<file path="src/rtl/ppi_pkg.sv">
package ppi_pkg;
  localparam int DW = 8;
  localparam int NW = DW / 2;
  localparam int AW = 2;
  localparam int NSEL = 1 << AW;
  localparam int BIT_IW = $clog2(DW);

  localparam logic [DW-1:0] CTL_RESET = 8'h9B;
  localparam int MODE_FLAG = 7;
  localparam int DIR_A  = 4;
  localparam int DIR_CU = 3;
  localparam int DIR_B  = 1;
  localparam int DIR_CL = 0;

  typedef enum logic [AW-1:0] {
    SEL_A   = 2'd0,
    SEL_B   = 2'd1,
    SEL_C   = 2'd2,
    SEL_CTL = 2'd3
  } sel_e;

  typedef struct packed {
    logic a_in;
    logic cu_in;
    logic b_in;
    logic cl_in;
  } dir_t;
endpackage

</file>
<file path="src/rtl/ppi_rst_sync.sv">
module ppi_rst_sync (
  input  logic clk,
  input  logic arst_n,
  output logic rst_n_o
);
  logic stage1_q;
  logic stage2_q;

  always_ff @(posedge clk or negedge arst_n) begin
    if (!arst_n) begin
      stage1_q <= 1'b0;
      stage2_q <= 1'b0;
    end else begin
      stage1_q <= 1'b1;
      stage2_q <= stage1_q;
    end
  end

  assign rst_n_o = stage2_q;
endmodule

</file>
<file path="src/rtl/ppi_bus_decode.sv">
module ppi_bus_decode
  import ppi_pkg::*;
(
  input  logic          cs_n,
  input  logic          rd_n,
  input  logic          wr_n,
  input  logic [AW-1:0] addr,
  output logic          rd_act,
  output logic          wr_act,
  output logic [NSEL-1:0] sel
);
  always_comb begin
    rd_act = !cs_n && !rd_n &&  wr_n;
    wr_act = !cs_n &&  rd_n && !wr_n;
  end

  for (genvar g = 0; g < NSEL; g++) begin : g_sel
    assign sel[g] = (addr == AW'(g));
  end
endmodule

</file>
<file path="src/rtl/ppi_ctrl_reg.sv">
module ppi_ctrl_reg
  import ppi_pkg::*;
(
  input  logic          clk,
  input  logic          rst_n,
  input  logic          wr_ctl,
  input  logic [DW-1:0] din,
  output logic [DW-1:0] ctrl_q,
  output dir_t          dir,
  output logic          mode_clr,
  output logic          bsr_en,
  output logic [DW-1:0] bsr_mask,
  output logic          bsr_val
);
  logic          ctrl_en;
  logic [DW-1:0] ctrl_d;

  always_comb begin
    ctrl_en  = wr_ctl && din[MODE_FLAG];
    ctrl_d   = din;
    mode_clr = ctrl_en;
    bsr_en   = wr_ctl && !din[MODE_FLAG];
    bsr_mask = DW'(1) << din[BIT_IW:1];
    bsr_val  = din[0];
  end

  always_ff @(posedge clk or negedge rst_n) begin
    if (!rst_n) begin
      ctrl_q <= CTL_RESET;
    end else if (ctrl_en) begin
      ctrl_q <= ctrl_d;
    end
  end

  always_comb begin
    dir.a_in  = ctrl_q[DIR_A];
    dir.cu_in = ctrl_q[DIR_CU];
    dir.b_in  = ctrl_q[DIR_B];
    dir.cl_in = ctrl_q[DIR_CL];
  end

  AST_BSR_KEEPS_MODE: assert property (@(posedge clk) disable iff (!rst_n)
    bsr_en |=> $stable(ctrl_q));
endmodule

</file>
<file path="src/rtl/ppi_port.sv">
module ppi_port #(
  parameter int W        = 8,
  parameter bit LATCH_IN = 1'b0
) (
  input  logic         clk,
  input  logic         rst_n,
  input  logic         in_mode,
  input  logic         wr_en,
  input  logic [W-1:0] wr_data,
  input  logic         clr,
  input  logic         bsr_en,
  input  logic [W-1:0] bsr_mask,
  input  logic         bsr_val,
  input  logic [W-1:0] pins_in,
  output logic [W-1:0] pins_out,
  output logic [W-1:0] pins_oe,
  output logic [W-1:0] rd_data
);
  logic [W-1:0] out_q;
  logic [W-1:0] out_d;
  logic         out_en;
  logic [W-1:0] in_view;

  always_comb begin
    out_en = clr || wr_en || (bsr_en && (bsr_mask != '0));
    out_d  = out_q;
    if (clr) begin
      out_d = '0;
    end else if (wr_en) begin
      out_d = wr_data;
    end else if (bsr_en) begin
      out_d = (out_q & ~bsr_mask) | (bsr_mask & {W{bsr_val}});
    end
  end

  always_ff @(posedge clk or negedge rst_n) begin
    if (!rst_n) begin
      out_q <= '0;
    end else if (out_en) begin
      out_q <= out_d;
    end
  end

  if (LATCH_IN) begin : g_latched
    logic [W-1:0] in_q;
    always_ff @(posedge clk or negedge rst_n) begin
      if (!rst_n) begin
        in_q <= '0;
      end else if (in_mode) begin
        in_q <= pins_in;
      end
    end
    assign in_view = in_q;

    AST_INPUT_CAPTURE: assert property (@(posedge clk) disable iff (!rst_n)
      in_mode |=> (in_q == $past(pins_in)));
  end else begin : g_live
    assign in_view = pins_in;
  end

  always_comb begin
    pins_out = out_q;
    pins_oe  = {W{!in_mode}};
    rd_data  = in_mode ? in_view : out_q;
  end

  AST_CLEAR_ZERO: assert property (@(posedge clk) disable iff (!rst_n)
    clr |=> (pins_out == '0));
endmodule

</file>
<file path="src/rtl/ppi_top.sv">
module ppi_top
  import ppi_pkg::*;
(
  input  logic          clk,
  input  logic          rst_n,
  input  logic          cs_n,
  input  logic          rd_n,
  input  logic          wr_n,
  input  logic [AW-1:0] addr,
  input  logic [DW-1:0] d_in,
  output logic [DW-1:0] d_out,
  output logic          d_oe,
  input  logic [DW-1:0] pa_in,
  output logic [DW-1:0] pa_out,
  output logic [DW-1:0] pa_oe,
  input  logic [DW-1:0] pb_in,
  output logic [DW-1:0] pb_out,
  output logic [DW-1:0] pb_oe,
  input  logic [DW-1:0] pc_in,
  output logic [DW-1:0] pc_out,
  output logic [DW-1:0] pc_oe
);
  logic            rst_i_n;
  logic            rd_act;
  logic            wr_act;
  logic [NSEL-1:0] sel;
  logic [DW-1:0]   ctrl_q;
  dir_t            dir;
  logic            mode_clr;
  logic            bsr_en;
  logic [DW-1:0]   bsr_mask;
  logic            bsr_val;
  logic [DW-1:0]   pa_rd;
  logic [DW-1:0]   pb_rd;
  logic [DW-1:0]   pc_rd;

  ppi_rst_sync u_rst (
    .clk     (clk),
    .arst_n  (rst_n),
    .rst_n_o (rst_i_n)
  );

  ppi_bus_decode u_dec (
    .cs_n   (cs_n),
    .rd_n   (rd_n),
    .wr_n   (wr_n),
    .addr   (addr),
    .rd_act (rd_act),
    .wr_act (wr_act),
    .sel    (sel)
  );

  ppi_ctrl_reg u_ctl (
    .clk      (clk),
    .rst_n    (rst_i_n),
    .wr_ctl   (wr_act && sel[SEL_CTL]),
    .din      (d_in),
    .ctrl_q   (ctrl_q),
    .dir      (dir),
    .mode_clr (mode_clr),
    .bsr_en   (bsr_en),
    .bsr_mask (bsr_mask),
    .bsr_val  (bsr_val)
  );

  ppi_port #(.W(DW), .LATCH_IN(1'b1)) u_pa (
    .clk      (clk),
    .rst_n    (rst_i_n),
    .in_mode  (dir.a_in),
    .wr_en    (wr_act && sel[SEL_A]),
    .wr_data  (d_in),
    .clr      (mode_clr),
    .bsr_en   (1'b0),
    .bsr_mask ('0),
    .bsr_val  (1'b0),
    .pins_in  (pa_in),
    .pins_out (pa_out),
    .pins_oe  (pa_oe),
    .rd_data  (pa_rd)
  );

  ppi_port #(.W(DW), .LATCH_IN(1'b0)) u_pb (
    .clk      (clk),
    .rst_n    (rst_i_n),
    .in_mode  (dir.b_in),
    .wr_en    (wr_act && sel[SEL_B]),
    .wr_data  (d_in),
    .clr      (mode_clr),
    .bsr_en   (1'b0),
    .bsr_mask ('0),
    .bsr_val  (1'b0),
    .pins_in  (pb_in),
    .pins_out (pb_out),
    .pins_oe  (pb_oe),
    .rd_data  (pb_rd)
  );

  for (genvar g = 0; g < 2; g++) begin : g_pc_nib
    localparam int LO = g * NW;
    ppi_port #(.W(NW), .LATCH_IN(1'b0)) u_pc (
      .clk      (clk),
      .rst_n    (rst_i_n),
      .in_mode  ((g == 1) ? dir.cu_in : dir.cl_in),
      .wr_en    (wr_act && sel[SEL_C]),
      .wr_data  (d_in[LO +: NW]),
      .clr      (mode_clr),
      .bsr_en   (bsr_en),
      .bsr_mask (bsr_mask[LO +: NW]),
      .bsr_val  (bsr_val),
      .pins_in  (pc_in[LO +: NW]),
      .pins_out (pc_out[LO +: NW]),
      .pins_oe  (pc_oe[LO +: NW]),
      .rd_data  (pc_rd[LO +: NW])
    );
  end

  always_comb begin
    d_oe  = rd_act;
    d_out = '0;
    if (rd_act) begin
      case (sel_e'(addr))
        SEL_A:   d_out = pa_rd;
        SEL_B:   d_out = pb_rd;
        SEL_C:   d_out = pc_rd;
        default: d_out = {1'b1, ctrl_q[DW-2:0]};
      endcase
    end
  end

  AST_IDLE_RELEASE: assert property (@(posedge clk) disable iff (!rst_i_n)
    (cs_n || (rd_n && wr_n)) |-> !d_oe);
  AST_CONFLICT_NOP: assert property (@(posedge clk) disable iff (!rst_i_n)
    (!cs_n && !rd_n && !wr_n) |=> ($stable(ctrl_q) && $stable(pa_out) && $stable(pc_out)));
  AST_CTL_MSB_SET: assert property (@(posedge clk) disable iff (!rst_i_n)
    (d_oe && addr == SEL_CTL) |-> d_out[DW-1]);
  AST_A_OE_DIR: assert property (@(posedge clk) disable iff (!rst_i_n)
    (pa_oe != '0) |-> !ctrl_q[DIR_A]);
endmodule

</file>
<file path="config.mk">
export PLATFORM = sky130hd
export DESIGN_NAME = ppi_top
export DESIGN_NICKNAME = d
export VERILOG_FILES = /design/src/rtl/ppi_pkg.sv /design/src/rtl/ppi_rst_sync.sv /design/src/rtl/ppi_bus_decode.sv /design/src/rtl/ppi_ctrl_reg.sv /design/src/rtl/ppi_port.sv /design/src/rtl/ppi_top.sv
export SDC_FILE = /design/constraint.sdc
export NUM_CORES = 1
export LEC_CHECK = 0
export ABC_AREA = 1
export BUFFER_PORTS_ARGS = -buffer_cell sky130_fd_sc_hd__buf_2
export CAP_MARGIN = 20
export CELL_PAD_IN_SITES_DETAIL_PLACEMENT = 1
export CELL_PAD_IN_SITES_GLOBAL_PLACEMENT = 1
export CORE_MARGIN = 3
export CORE_UTILIZATION = 35
export CTS_BUF_LIST = sky130_fd_sc_hd__clkbuf_16
export DETAILED_ROUTE_END_ITERATION = 8
export HOLD_SLACK_MARGIN = 0.05
export PLACE_DENSITY = 0.79
export SYNTH_ARGS = -nofsm -noshare
export SYNTH_HDL_FRONTEND = slang
export SYNTH_SLANG_ARGS = --single-unit
</file>
<file path="constraint.sdc">
create_clock -name clk -period 2.6 [get_ports clk]
set_input_delay 0.52 -clock clk [delete_from_list [all_inputs] [get_ports clk]]
set_output_delay 0.52 -clock clk [all_outputs]
set_load 0.05 [all_outputs]
</file>
* After elaboration in Yosys (flattened, before gate mapping)
Index checks and enable logic that the tools add are counted.
** Word-level totals
- Register bits after elaboration :: 41
- Latch bits :: 0
- Bits in writable memories :: 0
- ROM bits :: 0
- Input bits :: 39
- Output and inout port bits :: 57
- Word-level logic and storage cells :: 71
- Memories :: 0
** Cells by class
- Add/subtract/negate cells :: 0
- Multipliers :: 0
- Divide/modulo/power cells :: 0
- Magnitude comparators :: 0
- Eq/ne operators :: 3
- Shift operators :: 1
- Multiplexer cells :: 16
- Bitwise operators :: 8
- Reduce and logical (&&, ||, !) cells :: 35
** Operator list (count)
- 8-bit two-way mux :: 7
- 4-bit two-way mux :: 8
- 8-bit one-hot mux with 3 select lines :: 1
- 4-bit bitwise AND :: 4
- 1-bit logical AND :: 12
- 1-bit logical NOT :: 8
- 4-bit NOT :: 2
- 4-bit OR :: 2
- 2-bit AND reduction :: 4
- 4-bit nonzero test :: 2
- 1-bit by 3-bit << shifter with 8-bit output, first input constant :: 1
- 1-bit logical OR :: 5
- 2-bit == test, second input constant :: 2
- 2-bit nonzero test :: 2
- 3-bit nonzero test :: 1
- 2-bit by 1-bit == test with 1-bit output, second input constant :: 1
- 2-bit logical NOT :: 1

* Logic depth before layout (Yosys ltp)
- Depth in word-level cells :: 8
- Depth in mapped cells :: 9
- Depth with buffers taken out :: 8

* Modules after synthesis
A second synthesis with hierarchy kept.
** Unflattened totals
- Cells, all modules :: 531
- Area, all modules :: 3325.7 um^2
** By module, submodules not included
- ppi_port (u_pa) :: times used 1, cells each 137, area each 993.5 um^2, sequential area each 400.4 um^2
- ppi_port (g_pc_nib[0].u_pc ...) :: times used 2, cells each 66, area each 372.9 um^2, sequential area each 100.1 um^2
- ppi_port (u_pb) :: times used 1, cells each 111, area each 706.9 um^2, sequential area each 200.2 um^2
- ppi_ctrl_reg :: times used 1, cells each 57, area each 449.2 um^2, sequential area each 206.4 um^2
- ppi_top :: times used 1, cells each 78, area each 327.8 um^2, sequential area each 0.0 um^2
- ppi_rst_sync :: times used 1, cells each 3, area each 53.8 um^2, sequential area each 50.0 um^2
- ppi_bus_decode :: times used 1, cells each 13, area each 48.8 um^2, sequential area each 0.0 um^2

* Least setup slack after synthesis
No wires, ideal clock.
- Path type :: input -> output
- Start :: in cs_n
- End :: out d_out[0]
- Arrival :: 2401 ps
- Data required time :: 2080 ps
- Slack :: -321 ps
- Stages on the path :: 3
- Cells stage by stage :: nor3_2 -> o21ai_0 -> a31oi_1
** On the way
- Word-level cells in the longest chain between the ends :: 4
** Ends and longest elaborated chain
- start, declared :: RTL line ppi_top.sv:6 : input logic cs_n,
- 1-bit logical NOT :: RTL line ppi_bus_decode.sv:13 : rd_act = !cs_n && !rd_n && wr_n;
- 1-bit logical AND (2 in series) :: RTL line ppi_bus_decode.sv:13
- 8-bit two-way mux :: RTL line ppi_top.sv:120 : if (rd_act) begin
- end, declared :: RTL line ppi_top.sv:11 : output logic [DW-1:0] d_out,
No other way between the ends.

* Worst setup path after layout
- Start :: reg u_ctl.ctrl_q[4]
- End :: out d_out[4]
** On the way
- Word-level cells in the longest chain between the ends :: 3
** Ends and longest elaborated chain
- start, declared :: RTL line ppi_ctrl_reg.sv:8 : output logic [DW-1:0] ctrl_q,
- start signal, assigned :: RTL line ppi_ctrl_reg.sv:31 : ctrl_q <= ctrl_d;
- 8-bit two-way mux :: RTL line ppi_port.sv:64 : rd_data = in_mode ? in_view : out_q;
- 8-bit one-hot mux with 3 select lines * :: RTL line ppi_top.sv:121 : case (sel_e'(addr))
- 8-bit two-way mux * :: RTL line ppi_top.sv:120
Mark *: on every way between the ends. The rest lies on a longest branch, timed or not.

==> metrics <==
status completed; cts repair resizes 0; flops & latches, synth 41; Pint 1.49 mW; reg2reg start u_ctl.ctrl_q[4]; Startpoint Class register; clock tree sinks 41; final setup TNS 0 ns; synthesized cell area 2490 um^2; dpl hpwl 6370 um; yosys warns 0; sequential share of the synthesized area 41.4%; row cnt 30; Multi-input gate area 1160 um^2; # port buffers 95; H-tree depth 2; RR Endpoint u_ctl.ctrl_q[4]; Yosys cell types 26; Reg clk slew, reported paths 0.06 ns; Detailed Routing Iterations Pass 1 4; Comb pwr share 42.1%; n_diodes 0; Vias 2621; Layout Skew 0.00706 ns; CP max FO 18; kind of critical path register to output port; global-route wire length before repair 13800 um; vias in the first global route 2785; fin util 45.6%; part of the power in registers 32.4%; CTS tree built; clock buffer count from CTS 5; clk buf depth 2; Core Region 6830 um^2; Critical Path Max Stage Delay 0.72 ns; WL final 8230 um; Syn Area/Cell 7.18 um^2; largest net degree at the start of global routing 40; unrepaired setup endpoints after global routing false; Final Hold Fails 0; Fillers 915; Most common cell on crit path nor2_1; total leakage power 1.66 nW; GRT Util Overall 20.7%; Initial Utilization 36.5%; share of cells above drive strength 1 29.7%; # placed instances 508; Ports 96; Worst path slowest cell dfstp_2; pwr dens 892 nW/um^2; chip width 90.4 um; post-route minimum period 2.38 ns; switch share 46.3%; violation count after the first detailed-routing iteration 118; post-route ant nets 0; worst path cell trace inv_1, nor2_1, o21ai_0, nor2_1, nor2_1, buf_2; initial antenna violation count 0; Clk Latency, worst-skew pair 0.29 ns; Crit. End Element output port; setup slack, reg-to-reg 1.36 ns; WL per Instance 15.9 um; fin crit share 91.7%; CTS Root Buffer Type clkbuf_16; most area-hungry cell type in the Yosys netlist dfrtp_1; syn_nets 386; Required @ worst endpoint 2.08 ns; Least-Margin Pin Slew 0.522 ns; Worst slew margin 65.2%; Synth top area share 37.2%; Layout Cells excl Fill 517; top cells by area, synth dfrtp_1, nand2_1, o21ai_0; GRT overflow 0; GP Congestion 0.884; vias per inst 5.07; Clock power frac 25.5%; Die H 90.4 um; Min Hold Slack 0.310 ns; critical path data arrival time 1.86 ns; drt drc 0; overall power 2.78 mW; max-cap viol count 0; worst-case reg-to-reg path depth 2; synth-to-layout area growth 25.0%; Net count, final 459; Mapped Cells 347; type of the most critical hold path register to asynchronous set/reset pin; Fmax 419 MHz; Slew Viols, Final 0; Setup-failing EPs final 0; NetSw 1.29 mW; DIE AREA 8170 um^2; Reg area 1030 um^2; maximum VDD drop 0.418 mV
sequential cells by signal (all words and copies together) (netlist names):
name and count:
g_pc_nib.u_pc.pins_out 8, u_ctl.ctrl_q 7, u_pa.g_latched.in_q 8, u_pa.pins_out 8
u_pb.pins_out 8, u_rst.rst_n_o 1, u_rst.stage1_q 1
synth_stat cells:
library cell  instances
inv_2                 2
a21oi_1               1
nand4_1               4
nor3_2                1
o22ai_1               2
dfrtp_1              37
dfstp_2               4
nand2_1             108
o211ai_1             14
nor2_1               19
clkbuf_1              9
a31oi_1               5
conb_1                1
o21ai_1              16
buf_2                 3
nand3_2               1
nand3_1              26
o21a_1                1
o21ai_0              37
buf_4                22
nor2_4                1
nand2_2               1
inv_1                28
o21ba_2               1
buf_6                 1
nor2_2                2
worst max path at each step:
stage	endpoint	from	slack (ns)	cells past startpoint
4_1_cts	d_out[4]	u_ctl.ctrl_q[4]	0.20	6
3_3_place_gp	d_out[4]	addr[1]	0.27	7
6_report	d_out[4]	u_ctl.ctrl_q[4]	0.22	6
5_1_grt	d_out[4]	u_ctl.ctrl_q[4]	0.05	6
2_1_floorplan	d_out[4]	wr_n	0.12	4
3_5_place_dp	d_out[4]	addr[1]	0.29	7
metrics by stage:
| stage | setup slack [ns] | area, um^2 |
|---|---|---|
| 2_1_floorplan | 0.121 | 2530 |
| 3_3_place_gp | 0.270 | 2940 |
| 3_5_place_dp | 0.285 | 2940 |
| 4_1_cts | 0.201 | 3110 |
| 5_1_grt | 0.0492 | 3110 |
| 6_report | 0.216 | 3110 |
layout make-up:
class,count,share of cell area [%]
repair buffers,101,16.8
clock inverters,3,1.37
inverters,30,3.62
clock buffers,5,4.02
flip-flops and latches,41,33.1
well taps,96,3.86
multi-input cells,241,37.2
power groups by stage:
stage	Clock (mW)	Combinational (mW)	Sequential [mW]
after floorplan	0	0.680	1.16
after global placement	0	1.16	0.907
after detailed placement	0	1.18	0.911
after CTS	0.720	1.18	0.901
after global routing	0.745	1.26	0.920
final	0.709	1.17	0.899
routing by layer:
metal | GRT usage (%) | part of all wire [%] | up-vias
li1 | - | - | 1261
met1 | 26.3 | 44 | 1266
met2 | 36.5 | 50 | 88
met3 | 3.83 | 5.7 | 6
met4 | 4.21 | 0.90 | 0
met5 | 0 | 0 | -
cell usage in the layout (no fill, tap or decap), types with 14 or more instances in the layout:
cell type  count
buf_2         95
dfrtp_1       37
inv_1         29
nand2_1      108
nand3_1       26
nor2_1        19
o211ai_1      14
o21ai_0       37
o21ai_1       16
repair_timing:
action,in CTS,in global routing
hold endpoints to repair,2,0
buffers inserted,0,0
hold buffers,1,0
worst max-delay path, delay by kind of cell (launching register included):
family / cells / cell delay [ns]
AOI/OAI and AO/OA: 1 / 0.09
and+or+nand+nor: 3 / 0.32
buffers and inverters: 2 / 0.45
DFF: 1 / 0.72
logic make-up (layout without fill, tap and decap cells):
family | after synthesis | in the layout | synth area share, %
simple gates | 163 | 163 | 27.4
compound gates | 77 | 77 | 17.5
buf+inv | 65 | 139 | 13.6
flops | 41 | 41 | 41.4
other cells | 1 | 1 | 0.151
Note: power is estimated with default switching activity, not from simulation.
